===== config.mk =====
export PLATFORM = sky130hd
export DESIGN_NAME = latched_counter64
export DESIGN_NICKNAME = d
export VERILOG_FILES = /design/src/rtl/snapcnt_pkg.sv /design/src/rtl/snapcnt_counter.sv /design/src/rtl/snapcnt_latch.sv /design/src/rtl/snapcnt_regs.sv /design/src/rtl/latched_counter64.sv
export SDC_FILE = /design/constraint.sdc
export NUM_CORES = 1
export LEC_CHECK = 0
export ABC_AREA = 1
export BUFFER_PORTS_ARGS = -buffer_cell sky130_fd_sc_hd__buf_2
export CAP_MARGIN = 0
export CORE_ASPECT_RATIO = 2
export CORE_MARGIN = 3
export CORE_UTILIZATION = 55
export DETAILED_ROUTE_END_ITERATION = 16
export GPL_TIMING_DRIVEN = 0
export PLACE_DENSITY = 0.8
export SLEW_MARGIN = 20
export SYNTH_ARGS = -nofsm -noshare
export SYNTH_HDL_FRONTEND = slang
export SYNTH_HIERARCHICAL = 1
export SYNTH_SLANG_ARGS = --single-unit

===== constraint.sdc =====
create_clock -name clk -period 4 [get_ports clk]
set_input_delay 0.6 -clock clk [delete_from_list [all_inputs] [get_ports clk]]
set_output_delay 0.6 -clock clk [all_outputs]
set_load 0.02 [all_outputs]

===== src/rtl/snapcnt_pkg.sv =====
package snapcnt_pkg;
  localparam int unsigned REG_AW    = 8;
  localparam int unsigned WORD_W    = 32;
  localparam logic [REG_AW-1:0] OFS_CTRL = 8'hA0;
  localparam logic [REG_AW-1:0] OFS_LOW  = 8'hA4;
  localparam logic [REG_AW-1:0] OFS_HIGH = 8'hA8;
  localparam int unsigned SNAP_BIT  = 1;

  typedef enum logic [1:0] {
    SEL_CTRL = 2'd0,
    SEL_LOW  = 2'd1,
    SEL_HIGH = 2'd2,
    SEL_NONE = 2'd3
  } reg_sel_e;

  function automatic reg_sel_e decode_addr(input logic [REG_AW-1:0] a);
    case (a)
      OFS_CTRL: return SEL_CTRL;
      OFS_LOW:  return SEL_LOW;
      OFS_HIGH: return SEL_HIGH;
      default:  return SEL_NONE;
    endcase
  endfunction
endpackage


===== src/rtl/snapcnt_counter.sv =====
module snapcnt_counter #(
  parameter int unsigned CNT_W = 64
) (
  input  logic             clk,
  input  logic             rst_n,
  input  logic             tick_en,
  output logic [CNT_W-1:0] count
);
  logic [CNT_W-1:0] count_q;

  always_ff @(posedge clk) begin
    if (!rst_n)       count_q <= '0;
    else if (tick_en) count_q <= count_q + CNT_W'(1);
  end

  assign count = count_q;
endmodule


===== src/rtl/snapcnt_latch.sv =====
module snapcnt_latch #(
  parameter int unsigned CNT_W       = 64,
  parameter int unsigned LATCH_DELAY = 2
) (
  input  logic             clk,
  input  logic             rst_n,
  input  logic             req,
  input  logic [CNT_W-1:0] count,
  output logic             pending,
  output logic [CNT_W-1:0] shadow
);
  localparam int unsigned WAIT_W = (LATCH_DELAY > 1) ? $clog2(LATCH_DELAY) : 1;
  localparam logic [WAIT_W-1:0] WAIT_INIT = WAIT_W'(LATCH_DELAY - 1);

  logic              pend_q;
  logic [WAIT_W-1:0] wait_q;
  logic [CNT_W-1:0]  shadow_q;

  always_ff @(posedge clk) begin
    if (!rst_n) begin
      pend_q   <= 1'b0;
      wait_q   <= '0;
      shadow_q <= '0;
    end else if (pend_q) begin
      if (wait_q == '0) begin
        shadow_q <= count;
        pend_q   <= 1'b0;
      end else begin
        wait_q <= wait_q - WAIT_W'(1);
      end
    end else if (req) begin
      pend_q <= 1'b1;
      wait_q <= WAIT_INIT;
    end
  end

  assign pending = pend_q;
  assign shadow  = shadow_q;
endmodule


===== src/rtl/snapcnt_regs.sv =====
module snapcnt_regs
  import snapcnt_pkg::*;
#(
  parameter int unsigned CNT_W = 64
) (
  input  logic              wr_en,
  input  logic [REG_AW-1:0] addr,
  input  logic [WORD_W-1:0] wdata,
  input  logic              pending,
  input  logic [CNT_W-1:0]  shadow,
  output logic              snap_req,
  output logic [WORD_W-1:0] rdata
);
  localparam int unsigned FULL_W = 2 * WORD_W;

  logic [FULL_W-1:0] shadow_ext;
  reg_sel_e          sel;

  generate
    if (CNT_W < FULL_W) begin : g_pad
      assign shadow_ext = {{(FULL_W - CNT_W){1'b0}}, shadow};
    end else begin : g_full
      assign shadow_ext = shadow[FULL_W-1:0];
    end
  endgenerate

  assign sel      = decode_addr(addr);
  assign snap_req = wr_en && (sel == SEL_CTRL) && wdata[SNAP_BIT];

  always_comb begin
    rdata = '0;
    case (sel)
      SEL_CTRL: rdata[SNAP_BIT] = pending;
      SEL_LOW:  rdata = shadow_ext[WORD_W-1:0];
      SEL_HIGH: rdata = shadow_ext[FULL_W-1:WORD_W];
      default:  rdata = '0;
    endcase
  end
endmodule


===== src/rtl/latched_counter64.sv =====
module latched_counter64
  import snapcnt_pkg::*;
#(
  parameter int unsigned CNT_W       = 64,
  parameter int unsigned LATCH_DELAY = 2,
  parameter int unsigned ADDR_W      = REG_AW
) (
  input  logic              clk,
  input  logic              rst_n,
  input  logic              tick_en,
  input  logic              wr_en,
  input  logic [ADDR_W-1:0] addr,
  input  logic [31:0]       wdata,
  output logic [31:0]       rdata
);
  logic [CNT_W-1:0] count;
  logic [CNT_W-1:0] shadow;
  logic             pending;
  logic             snap_req;

  snapcnt_counter #(.CNT_W(CNT_W)) u_cnt (
    .clk(clk), .rst_n(rst_n), .tick_en(tick_en), .count(count)
  );

  snapcnt_latch #(.CNT_W(CNT_W), .LATCH_DELAY(LATCH_DELAY)) u_snap (
    .clk(clk), .rst_n(rst_n), .req(snap_req), .count(count),
    .pending(pending), .shadow(shadow)
  );

  snapcnt_regs #(.CNT_W(CNT_W)) u_regs (
    .wr_en(wr_en), .addr(REG_AW'(addr)), .wdata(wdata),
    .pending(pending), .shadow(shadow),
    .snap_req(snap_req), .rdata(rdata)
  );
endmodule


==> results.py <==
metrics = {
    "logic_synthesis": {
        "ys_top_cells_by_count": "302 x nand2_1, 278 x nor2_1, 133 x inv_1",
        "synthArstFlopShare": 0,
        "yosys_warnings": 6,
        "synthFlopType": "dfxtp_1",
        "synth.distinct_cells": 35,
        "yosysMostFrequentCell": "nand2_1",
        "yosysSeqAreaShare": 0.354,
        "synthCells": 1176,
        "yosys.area.top_type": "dfxtp_1",
        "ys_ff_latch": 130,
        "synth_fp_nets": 1224,
        "synth_largest_type_area_fraction": 0.354,
        "syn_area_sq_um": 7350,
        "synth_edf_count": 0,
        "synth_area_leaders": "dfxtp_1 35%, nand2_1 15%, nor2_1 14%",
        "syn_avg_cell_area_sq_um": 6.25,
    },
    "clocking": {
        "numCtsBuffers": 17,
        "cts_tree": "done",
        "post-cts-setup-buffer-count": 0,
        "hold_buffers": 0,
        "htreeDepth": 4,
        "cts_root_buf": "clkbuf_16",
        "clk_pin_slew_worst_paths_ns": 0.06,
        "cts.repair.resized": 0,
        "insertion_delay_ns": 0.43,
        "cts.sinks": 130,
        "cts_max_path_buffers": 2,
    },
    "global_route": {
        "grt_pass1_vias": 7145,
        "grt_pass1_wl_microns": 36100,
        "track_usage": 0.325,
        "grt_max_degree": 17,
        "antenna_found_initial": 0,
        "grt_overflow": 0,
    },
    "place": {
        "port_buffers": 42,
        "place_ws_ns": 1.14,
        "place_congestion": 1.00,
        "hpwl_microns": 18400,
    },
    "floorplan": {
        "row_count": 59,
        "fp.dieH_microns": 170,
        "die_area_sq_um": 14900,
        "fp.dieW_microns": 87.8,
        "io_pins": 76,
        "start_util": 0.563,
        "core_sq_um": 13100,
    },
    "worst_setup_path": {
        "start_kind": "input pin",
        "crit_path_end_kind": "output pin",
        "path_cells": "buf_2 -> inv_1 -> nand2_1 -> nor2_2 -> nand2_2 -> inv_1 -> ha_1 -> buf_2 -> nand2_1 -> a21oi_2 -> buf_2",
        "cpPeakStageDelay_ns": 0.37,
        "worstSetupPathType": "in2out",
        "crit_arrival_ns": 2.29,
        "crit_slowest_cell": "ha_1",
        "critPathMaxFanout": 10,
        "required_ns": 3.40,
        "cp_common_cell": "buf_2",
    },
    "detailed_routing": {
        "drt_first_iter_violations": 559,
        "final_antenna_net_count": 0,
        "vias": 7469,
        "wl_microns": 23400,
        "detail_route.wl_per_cell_microns": 16.7,
        "dr.pass1.iters": 6,
        "drc": 0,
        "vias_per_cell": 5.33,
    },
    "sta": {
        "setup_viol": 0,
        "hold_viol_final": 0,
        "drv_slew": 0,
        "rsz0062_at_grt": "false",
        "finalCritPeriodShare": 0.721,
        "fin_setup_tns_ns": 0,
        "tightest_slew_ns": 0.695,
        "slew_headroom": 0.537,
        "max_freq_mhz": 347,
        "min_period_ns": 2.89,
        "fin_ws_ns": 1.11,
        "fin_skew_ns": 0.0100,
    },
    "cells_and_area": {
        "area_delta_synth_final_pct": 13.6,
        "antennaDiodeCount": 0,
        "drive_gt1_frac": 0.145,
        "n_fill_cell": 1250,
        "nets": 1285,
    },
    "hold_path": {
        "hp-class": "reg2reg",
    },
    "pwr": {
        "p_per_area_nw_per_um2": 358,
        "leakage_nw": 3.22,
        "ir_worst_vdd_uv": 259,
    },
    "status": {
        "status": "finished, final reports clean",
    },
    "run": {
        "maxCapViolCount": 0,
    },
}
## logic make-up (layout without fill, tap and decap cells)
logic type | count (synthesis) | in the layout | synth area share
xor+xnor | 14 | 14 | 0.0167
buf+inv | 184 | 258 | 0.105
flops | 130 | 130 | 0.354
compound gates | 84 | 84 | 0.0754
simple gates | 760 | 760 | 0.443
fa+ha+maj | 4 | 4 | 0.00681
## worst paths after layout
check,slack [ns],cells past startpoint,endpoint,from
setup / recovery,1.11,11,rdata[9],addr[6]
hold / removal,0.48,2,u_snap/shadow[40],u_snap/shadow[40]
setup reg to reg,1.89,10,u_cnt/count[46],u_cnt/count[0]
hold reg to reg,0.48,2,u_snap/shadow[40],u_snap/shadow[40]
## per-layer routing
layer	global-route usage	wire length, microns	vias to the layer above
li1	-	-	3754
met1	0.301	8050	3300
met2	0.590	12100	293
met3	0.0539	944	122
met4	0.273	2270	0
met5	0	0	-
## state kept, by name, summed over array words and instances, names as in the netlist
signal and count:
u_snap/shadow 64, u_cnt/count 64, u_snap/pending 1, u_snap/wait_q 1
## placed cells by master, fill, tap and decap left out, types with 4 or more instances in the layout
| cell type | Yosys | routed |
|---|---|---|
| inv_1 | 133 | 133 |
| nor3_1 | 7 | 7 |
| o21ai_0 | 16 | 16 |
| nand3_1 | 109 | 109 |
| nor2_2 | 17 | 17 |
| a21oi_2 | 30 | 30 |
| nor2_4 | 12 | 12 |
| nand2_1 | 302 | 302 |
| nand4_1 | 11 | 11 |
| inv_2 | 6 | 6 |
| nand2_2 | 9 | 9 |
| inv_6 | 0 | 7 |
| ha_1 | 4 | 4 |
| xnor2_1 | 4 | 4 |
| xor2_1 | 10 | 10 |
| dfxtp_1 | 130 | 130 |
| buf_2 | 15 | 57 |
| nor2_1 | 278 | 278 |
| clkbuf_16 | 0 | 17 |
| buf_4 | 10 | 10 |
| a21oi_1 | 30 | 30 |
| clkbuf_1 | 14 | 15 |
## metrics by stage
stage	util	cells	hold WS, ns	instance area (sq um)	power, W
floorplan	-	1176	0.455	7350	0.00139
global placement	0.593	1370	0.462	7750	0.00142
detailed placement	0.593	1370	0.471	7750	0.00142
CTS	0.639	1402	0.486	8350	0.00301
global route	0.639	1402	0.503	8350	0.00307
finish	0.639	1402	0.483	8350	0.00299
## layout make-up
class | count | area, sq um | share of cell area
plain buffers | 45 | 248 | 0.0297
multi-input cells | 862 | 3980 | 0.477
well taps | 152 | 190 | 0.0228
repair buffers | 42 | 210 | 0.0252
clock inverters | 14 | 168 | 0.0201
clock buffers | 18 | 429 | 0.0514
flip-flops and latches | 130 | 2600 | 0.312
inverters | 139 | 522 | 0.0625
## critical path: cells and delay by family
family	cells	cell delay, ns
buf+inv	5	0.71
simple gates	4	0.43
fa+ha+maj	1	0.37
compound gates	1	0.17
## power breakdown
| group | internal, W | switching [W] |
|---|---|---|
| combinational | 0.0000279 | 0.0000618 |
| clock | 0.000940 | 0.000654 |
| sequential | 0.00130 | 0.00000482 |
(Power assumes the default switching activity.)
